--- src/rtl/rdec_pkg.sv ---
package rdec_pkg;

  typedef enum logic {
    ETYPE_WRITE = 1'b0,
    ETYPE_READ  = 1'b1
  } etype_e;

  localparam int unsigned EDGE_N   = 3;
  localparam int unsigned EDGE_CLR = 0;
  localparam int unsigned EDGE_ALL = 1;
  localparam int unsigned EDGE_CNT = 2;

endpackage

--- src/rtl/rdec_edge.sv ---
module rdec_edge #(
  parameter int unsigned N = 3
) (
  input  logic         clk,
  input  logic         rst_n,
  input  logic [N-1:0] lvl_i,
  output logic [N-1:0] rise_o
);

  logic [N-1:0] prev_q;

  for (genvar g = 0; g < N; g++) begin : g_bit
    logic prev_d;
    always_comb prev_d = lvl_i[g];

    always_ff @(posedge clk or negedge rst_n) begin
      if (!rst_n) prev_q[g] <= 1'b0;
      else        prev_q[g] <= prev_d;
    end

    assign rise_o[g] = lvl_i[g] & ~prev_q[g];
  end

endmodule

--- src/rtl/rdec_sat_cnt.sv ---
module rdec_sat_cnt #(
  parameter int unsigned W = 32
) (
  input  logic         clk,
  input  logic         rst_n,
  input  logic         clr,
  input  logic         inc,
  output logic [W-1:0] cnt
);

  localparam logic [W-1:0] MAX = {W{1'b1}};

  logic [W-1:0] cnt_d;
  logic         cnt_en;

  always_comb begin
    cnt_en = clr | (inc & (cnt != MAX));
    if (clr) cnt_d = '0;
    else     cnt_d = cnt + {{(W-1){1'b0}}, 1'b1};
  end

  always_ff @(posedge clk or negedge rst_n) begin
    if (!rst_n)      cnt <= '0;
    else if (cnt_en) cnt <= cnt_d;
  end

  AST_SAT_HOLD: assert property (@(posedge clk) disable iff (!rst_n)
    (cnt == MAX && !clr) |=> (cnt == MAX));

endmodule

--- src/rtl/rdec_cmp.sv ---
module rdec_cmp #(
  parameter int unsigned DATA_W = 32,
  parameter int unsigned ADDR_W = 32
) (
  input  logic              clk,
  input  logic              rst_n,
  input  logic              clr,
  input  logic              exp_vld,
  input  logic [DATA_W-1:0] exp_data,
  input  logic              rd_vld,
  input  logic [DATA_W-1:0] rd_data,
  input  logic [ADDR_W-1:0] rd_addr,
  output logic              mis_now,
  output logic [DATA_W-1:0] diff,
  output logic              mis_vld,
  output logic [DATA_W-1:0] mis_bits,
  output logic [ADDR_W-1:0] mis_addr
);

  logic              fire;
  logic              vld_d;
  logic [DATA_W-1:0] bits_d;
  logic [ADDR_W-1:0] addr_d;
  logic              load_en;

  always_comb begin
    fire    = exp_vld & rd_vld;
    diff    = exp_data ^ rd_data;
    mis_now = fire & (|diff);
  end

  always_comb begin
    load_en = clr | fire;
    vld_d   = 1'b0;
    bits_d  = mis_bits;
    addr_d  = mis_addr;
    if (clr) begin
      bits_d = '0;
      addr_d = '0;
    end else if (fire) begin
      vld_d  = mis_now;
      bits_d = diff;
      addr_d = rd_addr;
    end
  end

  always_ff @(posedge clk or negedge rst_n) begin
    if (!rst_n) mis_vld <= 1'b0;
    else        mis_vld <= vld_d;
  end

  always_ff @(posedge clk or negedge rst_n) begin
    if (!rst_n) begin
      mis_bits <= '0;
      mis_addr <= '0;
    end else if (load_en) begin
      mis_bits <= bits_d;
      mis_addr <= addr_d;
    end
  end

  AST_NO_CMP_NO_FLAG: assert property (@(posedge clk) disable iff (!rst_n)
    !(exp_vld && rd_vld) |=> !mis_vld);

endmodule

--- src/rtl/rdec_capture.sv ---
module rdec_capture
  import rdec_pkg::*;
#(
  parameter int unsigned DATA_W = 32,
  parameter int unsigned ADDR_W = 32,
  parameter int unsigned CNT_W  = 32
) (
  input  logic              clk,
  input  logic              rst_n,
  input  logic              chk_en,
  input  logic              clr_in,
  input  logic              clr_all_in,
  input  logic              cont_in,
  input  logic              exp_vld,
  input  logic [DATA_W-1:0] exp_data,
  input  logic              rd_vld,
  input  logic [DATA_W-1:0] rd_data,
  input  logic [ADDR_W-1:0] rd_addr,
  input  logic              rtest_vld,
  input  logic              rtest_is_rd,
  output logic              mis_vld,
  output logic [DATA_W-1:0] mis_bits,
  output logic [ADDR_W-1:0] mis_addr,
  output logic [CNT_W-1:0]  mis_cnt,
  output logic              first_vld,
  output logic [DATA_W-1:0] first_bits,
  output logic [ADDR_W-1:0] first_addr,
  output logic [DATA_W-1:0] first_exp,
  output logic [DATA_W-1:0] first_rd,
  output logic              stk_vld,
  output logic [DATA_W-1:0] stk_bits,
  output logic [CNT_W-1:0]  stk_cnt,
  output logic              etype_vld,
  output logic              etype,
  output logic              stop_req
);

  // reset: asserted asynchronously, released on the clock
  logic [1:0] rst_sq;
  logic       rst_sn;

  always_ff @(posedge clk or negedge rst_n) begin
    if (!rst_n) rst_sq <= 2'b00;
    else        rst_sq <= {rst_sq[0], 1'b1};
  end
  assign rst_sn = rst_sq[1];

  // rising-edge detection of the control levels
  logic [EDGE_N-1:0] lvl;
  logic [EDGE_N-1:0] rise;
  logic              clr_rise;
  logic              clr_all_rise;
  logic              cont_rise;
  logic              clr_any;

  always_comb begin
    lvl           = '0;
    lvl[EDGE_CLR] = clr_in;
    lvl[EDGE_ALL] = clr_all_in;
    lvl[EDGE_CNT] = cont_in;
  end

  rdec_edge #(.N(EDGE_N)) u_edge (
    .clk    (clk),
    .rst_n  (rst_sn),
    .lvl_i  (lvl),
    .rise_o (rise)
  );

  always_comb begin
    clr_rise     = rise[EDGE_CLR];
    clr_all_rise = rise[EDGE_ALL];
    cont_rise    = rise[EDGE_CNT];
    clr_any      = clr_rise | clr_all_rise;
  end

  // per-beat compare
  logic              mis_now;
  logic [DATA_W-1:0] diff;

  rdec_cmp #(.DATA_W(DATA_W), .ADDR_W(ADDR_W)) u_cmp (
    .clk      (clk),
    .rst_n    (rst_sn),
    .clr      (clr_any),
    .exp_vld  (exp_vld),
    .exp_data (exp_data),
    .rd_vld   (rd_vld),
    .rd_data  (rd_data),
    .rd_addr  (rd_addr),
    .mis_now  (mis_now),
    .diff     (diff),
    .mis_vld  (mis_vld),
    .mis_bits (mis_bits),
    .mis_addr (mis_addr)
  );

  // counters
  logic mis_inc;
  logic stk_inc;

  always_comb begin
    mis_inc = mis_now & ~clr_any;
    stk_inc = mis_now & stk_vld & ~clr_all_rise;
  end

  rdec_sat_cnt #(.W(CNT_W)) u_mis_cnt (
    .clk   (clk),
    .rst_n (rst_sn),
    .clr   (clr_any),
    .inc   (mis_inc),
    .cnt   (mis_cnt)
  );

  rdec_sat_cnt #(.W(CNT_W)) u_stk_cnt (
    .clk   (clk),
    .rst_n (rst_sn),
    .clr   (clr_all_rise),
    .inc   (stk_inc),
    .cnt   (stk_cnt)
  );

  // first-error record
  logic              first_load;
  logic              first_en;
  logic              first_vld_d;
  logic [DATA_W-1:0] first_bits_d;
  logic [ADDR_W-1:0] first_addr_d;
  logic [DATA_W-1:0] first_exp_d;
  logic [DATA_W-1:0] first_rd_d;

  always_comb begin
    first_load   = chk_en & mis_now & ~first_vld & ~clr_any;
    first_en     = clr_any | first_load;
    first_vld_d  = first_load;
    first_bits_d = first_load ? diff     : '0;
    first_addr_d = first_load ? rd_addr  : '0;
    first_exp_d  = first_load ? exp_data : '0;
    first_rd_d   = first_load ? rd_data  : '0;
  end

  always_ff @(posedge clk or negedge rst_sn) begin
    if (!rst_sn) begin
      first_vld  <= 1'b0;
      first_bits <= '0;
      first_addr <= '0;
      first_exp  <= '0;
      first_rd   <= '0;
    end else if (first_en) begin
      first_vld  <= first_vld_d;
      first_bits <= first_bits_d;
      first_addr <= first_addr_d;
      first_exp  <= first_exp_d;
      first_rd   <= first_rd_d;
    end
  end

  // sticky accumulation
  logic              stk_en;
  logic              stk_vld_d;
  logic [DATA_W-1:0] stk_bits_d;

  always_comb begin
    stk_en     = clr_all_rise | mis_now;
    stk_vld_d  = 1'b0;
    stk_bits_d = '0;
    if (!clr_all_rise) begin
      stk_vld_d  = 1'b1;
      stk_bits_d = stk_bits | diff;
    end
  end

  always_ff @(posedge clk or negedge rst_sn) begin
    if (!rst_sn) begin
      stk_vld  <= 1'b0;
      stk_bits <= '0;
    end else if (stk_en) begin
      stk_vld  <= stk_vld_d;
      stk_bits <= stk_bits_d;
    end
  end

  // stop request
  logic stop_d;

  always_comb begin
    stop_d = stop_req;
    if (clr_any)        stop_d = 1'b0;
    else if (first_load) stop_d = 1'b1;
    else if (cont_rise)  stop_d = 1'b0;
  end

  always_ff @(posedge clk or negedge rst_sn) begin
    if (!rst_sn) stop_req <= 1'b0;
    else         stop_req <= stop_d;
  end

  // retest verdict
  logic   type_en;
  logic   etype_vld_d;
  etype_e etype_d;

  always_comb begin
    type_en     = clr_any | (rtest_vld & ~etype_vld);
    etype_vld_d = ~clr_any;
    etype_d     = clr_any ? ETYPE_WRITE : etype_e'(rtest_is_rd);
  end

  always_ff @(posedge clk or negedge rst_sn) begin
    if (!rst_sn) begin
      etype_vld <= 1'b0;
      etype     <= ETYPE_WRITE;
    end else if (type_en) begin
      etype_vld <= etype_vld_d;
      etype     <= etype_d;
    end
  end

  AST_FIRST_FROZEN: assert property (@(posedge clk) disable iff (!rst_sn)
    (first_vld && !clr_any) |=> ($stable(first_bits) && $stable(first_addr)));

  AST_STICKY_GROWS: assert property (@(posedge clk) disable iff (!rst_sn)
    !clr_all_rise |=> ((stk_bits & $past(stk_bits)) == $past(stk_bits)));

  AST_CLR_SPARES_STICKY: assert property (@(posedge clk) disable iff (!rst_sn)
    (clr_rise && !clr_all_rise && stk_vld) |=> stk_vld);

  AST_NO_STOP_UNCHECKED: assert property (@(posedge clk) disable iff (!rst_sn)
    (!stop_req && !chk_en) |=> !stop_req);

  AST_TYPE_HELD: assert property (@(posedge clk) disable iff (!rst_sn)
    (etype_vld && !clr_any) |=> (etype_vld && $stable(etype)));

endmodule

--- config.mk ---
export PLATFORM = sky130hd
export DESIGN_NAME = rdec_capture
export DESIGN_NICKNAME = d
export VERILOG_FILES = /design/src/rtl/rdec_pkg.sv /design/src/rtl/rdec_edge.sv /design/src/rtl/rdec_sat_cnt.sv /design/src/rtl/rdec_cmp.sv /design/src/rtl/rdec_capture.sv
export SDC_FILE = /design/constraint.sdc
export NUM_CORES = 1
export LEC_CHECK = 0
export BUFFER_PORTS_ARGS = -buffer_cell sky130_fd_sc_hd__buf_2
export CAP_MARGIN = 20
export CORE_ASPECT_RATIO = 1.1
export CORE_UTILIZATION = 25
export CTS_BUF_LIST = sky130_fd_sc_hd__clkbuf_2
export DETAILED_ROUTE_END_ITERATION = 8
export PLACE_DENSITY_LB_ADDON = 0.15
export SYNTH_ARGS = -nofsm -noshare
export SYNTH_HDL_FRONTEND = slang
export SYNTH_SLANG_ARGS = --single-unit
--- constraint.sdc ---
create_clock -name clk -period 10.61 [get_ports clk]
set_input_delay 0.5305 -clock clk [delete_from_list [all_inputs] [get_ports clk]]
set_output_delay 0.5305 -clock clk [all_outputs]
set_load 0.1 [all_outputs]
# After elaboration in Yosys (flattened, before gate mapping)
# Index checks and enable logic that the tools add are counted.
# word_totals
regBits,299
latch_bits,0
mem_bits_rw,0
rom_bits,0
inputBits,106
out_inout_bits,294
elab_cells,75
memories,0
# classes
add_sub_neg,2
multipliers,0
div,0
magnitude_cmp,0
n_eq_ne,2
n_shift,0
n_mux,18
bitwise_logic,30
reduce_logical,4
# op_table
cell,n
2-to-1 mux 32 bit,11
adder 32 x 1 -> 32 bit (second input constant),2
!= test 32 bit (second input constant),2
OR 32 bit,1
OR reduction 32 bit,1
bitwise XOR 32 bit,1
AND 1 bit,14
2-to-1 mux 1 bit,7
NOT 1 bit,7
OR 1 bit,7
nonzero test 3 bit,1
AND reduction 2 bit,1
nonzero test 2 bit,1

# Logic depth before layout (Yosys ltp)
# logic_depth
depth_word,8
ltp_mapped,10
mapped_depth_nobuf,7

# By module
# Synthesis repeated with hierarchy kept, for this count alone.
# unflattened
cells_unflattened,1335
hier_area_um2,13216.4
# modules_own_cells
module,instances,cells_per_inst,area_each_um2,seq_area_each_um2
rdec_capture,1,684,6681.4,4179.0
rdec_cmp,1,253,2753.9,1626.6
rdec_sat_cnt at u_mis_cnt,1,198,1854.3,800.8
rdec_sat_cnt at u_stk_cnt,1,194,1810.5,800.8
rdec_edge,1,6,116.4,75.1

# Worst setup path after synthesis
# Ideal clock, no wire load.
# synth_timing
kind,register to register
start,reg u_mis_cnt.cnt[4]
end,reg u_mis_cnt.cnt[19]
setup_ns,0.132
arrival_ns,2.772
required_time_ns,10.478
slack_ns,7.706
stages_incl_launch_ff,11
path_buffers,3
path_cell_list,dfrtp_1 -> and4_1 -> clkbuf_1 -> nand4_1 -> nor4_2 -> nor2b_1 -> buf_2 -> buf_2 -> nor3_1 -> xnor2_1 -> nor2_1
# synth_via
elab_chain_cells,3
elab_cells_between_ends,5
# synth_rtl
element,line,rtl
"start, declared",rdec_sat_cnt.sv:8,output logic [W-1:0] cnt
"start signal, assigned",rdec_sat_cnt.sv:24,else if (cnt_en) cnt <= cnt_d;
"parallel branches: the longest is 3 deep, another holds adder 32 x 1 -> 32 bit",n/a,
# Several ways; the timed one is not identified.
# A chain may end at the register's enable or synchronous reset.

# Final worst setup path
# layout_timing
start,in rd_data[3]
end,reg first_exp[15]
# layout_via
elab_chain_cells,7
elab_cells_between_ends,8
# layout_rtl
element,line,rtl
"start, declared",rdec_capture.sv:17,"input logic [DATA_W-1:0] rd_data,"
bitwise XOR 32 bit (*),rdec_cmp.sv:28,diff = exp_data ^ rd_data;
OR reduction 32 bit (*),rdec_cmp.sv:29,mis_now = fire & (|diff);
AND 1 bit (*),rdec_cmp.sv:29,
AND 1 bit (*) (3 in a row),rdec_capture.sv:132,first_load = chk_en & mis_now & ~first_vld & ~clr_any;
2-to-1 mux 32 bit or OR 1 bit (tied branches),"rdec_capture.sv:137, rdec_capture.sv:133",
"end signal, assigned",rdec_capture.sv:152,first_exp <= first_exp_d;
"end, declared",rdec_capture.sv:28,"output logic [DATA_W-1:0] first_exp,"
# Mark *: on every way between the ends. The rest lies on a longest branch, timed or not.

==> impl_metrics.yaml <==
run_status:
  outcome: "finished, final reports clean"
route:
  num_vias: 11340
  wl_per_cell_um: 18.04
  vias_per_cell: 4.508
  wl_um: 45400
  drtIter0Drc: 602
  drtAntennaViolNets: 0
  drc: 0
  firstDrtPassIters: 7
logic_synthesis:
  synth.top_cell.area_share: 0.5804
  ys_top_cells_by_area: "dfrtp_1 58%, nor2_1 9.4%, mux2i_1 7.7%, xnor2_1 4.1%, nand2_1 3.1%"
  synth_nets: 1370
  synthCells: 1262
  synth_area_sq_um: 12890
  synth.ff_latch_count: 299
  ys_seq_area_frac: 0.5804
  synth_common_cells: "324 x nor2_1, 299 x dfrtp_1, 106 x nand2_1, 99 x mux2i_1, 77 x a21oi_1"
  synthFlopType: "dfrtp_1"
  yosys.area.top_type: "dfrtp_1"
  syn_avg_cell_area_sq_um: 10.21
  ys.warnings.count: 0
  async_reset_ff_frac: 1.000
  yosysMostFrequentCell: "nor2_1"
  synth_edf_count: 0
  synth_cell_type_count: 49
power_and_ir_drop:
  powerDensity_nw_per_um2: 166.8
  peakVddDrop_uv: 66.96
  p_leak_nw: 8.683
cts:
  cts_tree: "yes"
  clock_latency_ps: 1010
  htreeDepth: 3
  postCtsSetupRepairBufs: 0
  cts_root_buf: "clkbuf_2"
  clock-sinks: 299
  hold_buffers: 105
  clk_pin_slew_ps: 100
  cts-resized-gates: 0
  cts_buffers: 87
  cts.path.max_buffers: 3
cells_and_area:
  synthToLayoutAreaGrowth_pct: 34.52
  final_layout_size_suffix_gt1_frac: 0.3064
  seqCellArea_sq_um: 7486
  multi_input_area_sq_um: 5056
  fill_cells: 5250
  fin_cells: 2516
  nets: 1904
  final_core_util: 0.3436
floorplanning:
  die-area_sq_um: 52480
  fp.dieW_um: 218.5
  fp-row-count: 86
  die_height_um: 240.2
  fp.coreArea_sq_um: 50470
  start_util: 0.2554
  io_pins: 400
timing:
  whs_ps: 208.0
  period_needed_ps: 3452
  fin_worst_skew_ps: 52.12
  max_freq_mhz: 289.7
  tns_ps: 0
  rsz0062_at_grt: "no"
  drv_slew: 0
  hold_violations: 0
  worst_pin_slew_ps: 1094
  setup_viol: 0
  fin_crit_sh: 0.3253
  slew_headroom: 0.2678
worst_setup_path:
  path_max_fanout: 127
  rr_startpoint: "u_edge.prev_q[1]"
  startpoint_type: "primary input"
  critPathKind: "in -> reg"
  worstPathArrival_ps: 4310
  cp-end-kind: "flip-flop"
  cp.required_ps: 11470
  critPathLaunch: "rd_data[3]"
global_route:
  grt_overflow_total: 0
  antenna_found_initial: 1
  grt_pass1_vias: 11550
  grt_pass1_wl_um: 68950
  grt_max_degree: 128
  globalRouteTotalUtil: 0.1725
placement:
  detailed_place_hpwl_um: 30830
  dp_cells: 2260
  io_buffers: 399
  gp_congestion: 0.7821
worst_hold_path:
  worstHoldPathType: "reg -> async"
run:
  maxCapViolCount: 0
-- critical path: stages --
cell and delay [ps]:
dlygate4sd3_1 530, buf_2 140, xnor2_1 570, nand4_1 170, or4_4 580, o21ai_2 820, nor3b_2 160, buf_12 310
mux2i_1 290, nor2_1 70
-- stage by stage --
stage	setup WS (ps)	area, sq um	total power [W]
after global placement	6711	15510	0.002039
after CTS	7205	17300	0.002963
final	7158	17340	0.002893
after global routing	7097	17340	0.003054
after detailed placement	6698	15510	0.002041
after floorplan	1660	12890	0.001860
-- routing by layer --
metal  GRT usage  part of all wire  up-vias  routed length (um)
met5           0                 0        -                   0
met4     0.06421             0.022        0                 989
met3     0.05933             0.079       69                3577
met2      0.2797              0.48      372               21840
met1      0.2100              0.42     5515               19000
li1            -                 -     5387                   -
-- registers in the layout, summed over array words and instances, names as in the netlist --
| register | flops |
|---|---|
| first_addr | 32 |
| first_bits | 32 |
| first_exp | 32 |
| first_rd | 32 |
| stk_bits | 32 |
| u_cmp.mis_addr | 32 |
| u_cmp.mis_bits | 32 |
| u_mis_cnt.cnt | 32 |
| u_stk_cnt.cnt | 32 |
| u_edge.prev_q | 3 |
| rst_sq | 2 |
| etype | 1 |
| etype_vld | 1 |
| first_vld | 1 |
| stk_vld | 1 |
| stop_req | 1 |
| u_cmp.mis_vld | 1 |
-- placed cells by master (no fill, tap or decap), drive strengths merged, types with 5 or more instances in the layout --
| master | instances |
|---|---|
| nand3 | 20 |
| inv | 8 |
| and2 | 5 |
| dfrtp | 299 |
| nand4 | 34 |
| a211oi | 32 |
| xnor2 | 61 |
| nand2 | 106 |
| a31o | 5 |
| nor4 | 12 |
| nand2b | 6 |
| clkinv | 17 |
| dlygate4sd3 | 105 |
| nor3 | 21 |
| buf | 416 |
| clkbuf | 126 |
| and4 | 5 |
| xor2 | 18 |
| nor2 | 324 |
| and3 | 8 |
| o21ai | 6 |
| mux2i | 99 |
| a21oi | 77 |
-- power by group --
group          leakage [nW]  total, W  internal (W)  switching, W
logic                  4.05  0.000802      0.000143      0.000660
registers              4.05   0.00124       0.00120     0.0000374
clock network         0.582  0.000852      0.000338      0.000515
-- area by class of cell --
cell class	count	share of cell area
sequential	299	0.4317
multi-input combinational	882	0.2916
timing repair buffer	521	0.1852
tap	660	0.04762
clock buffer	126	0.03636
clock inverter	21	0.006205
inverter	5	0.001082
antenna	2	0.0002886
-- kinds of logic (layout without fill, tap and decap cells) --
group                      Yosys count  in the layout  synth area share
buffers and inverters               81            673           0.02980
xor gates and xnor gates            79             79           0.05426
other                                1              3         0.0002909
adders and majority gates            2              2          0.001941
AOI/OAI and AO/OA                  143            143           0.06949
and+or+nand+nor                    558            558            0.1869
DFF                                299            299            0.5804
muxes                               99             99           0.07687
-- path summary, 6_finish.rpt --
| check | end | slack, ps | depth (start not counted) |
|---|---|---|---|
| hold reg to reg | first_bits[29] | 210 | 0 |
| min in group clk | u_edge.prev_q[1] | 230 | 2 |
| hold / removal | first_bits[29] | 210 | 0 |
| setup reg to reg | first_rd[24] | 7650 | 5 |
| max in group asynchronous | u_stk_cnt.cnt[1] | 8370 | 2 |
| setup / recovery | first_exp[15] | 7160 | 10 |
No activity file was read; power rests on OpenSTA's default activity.
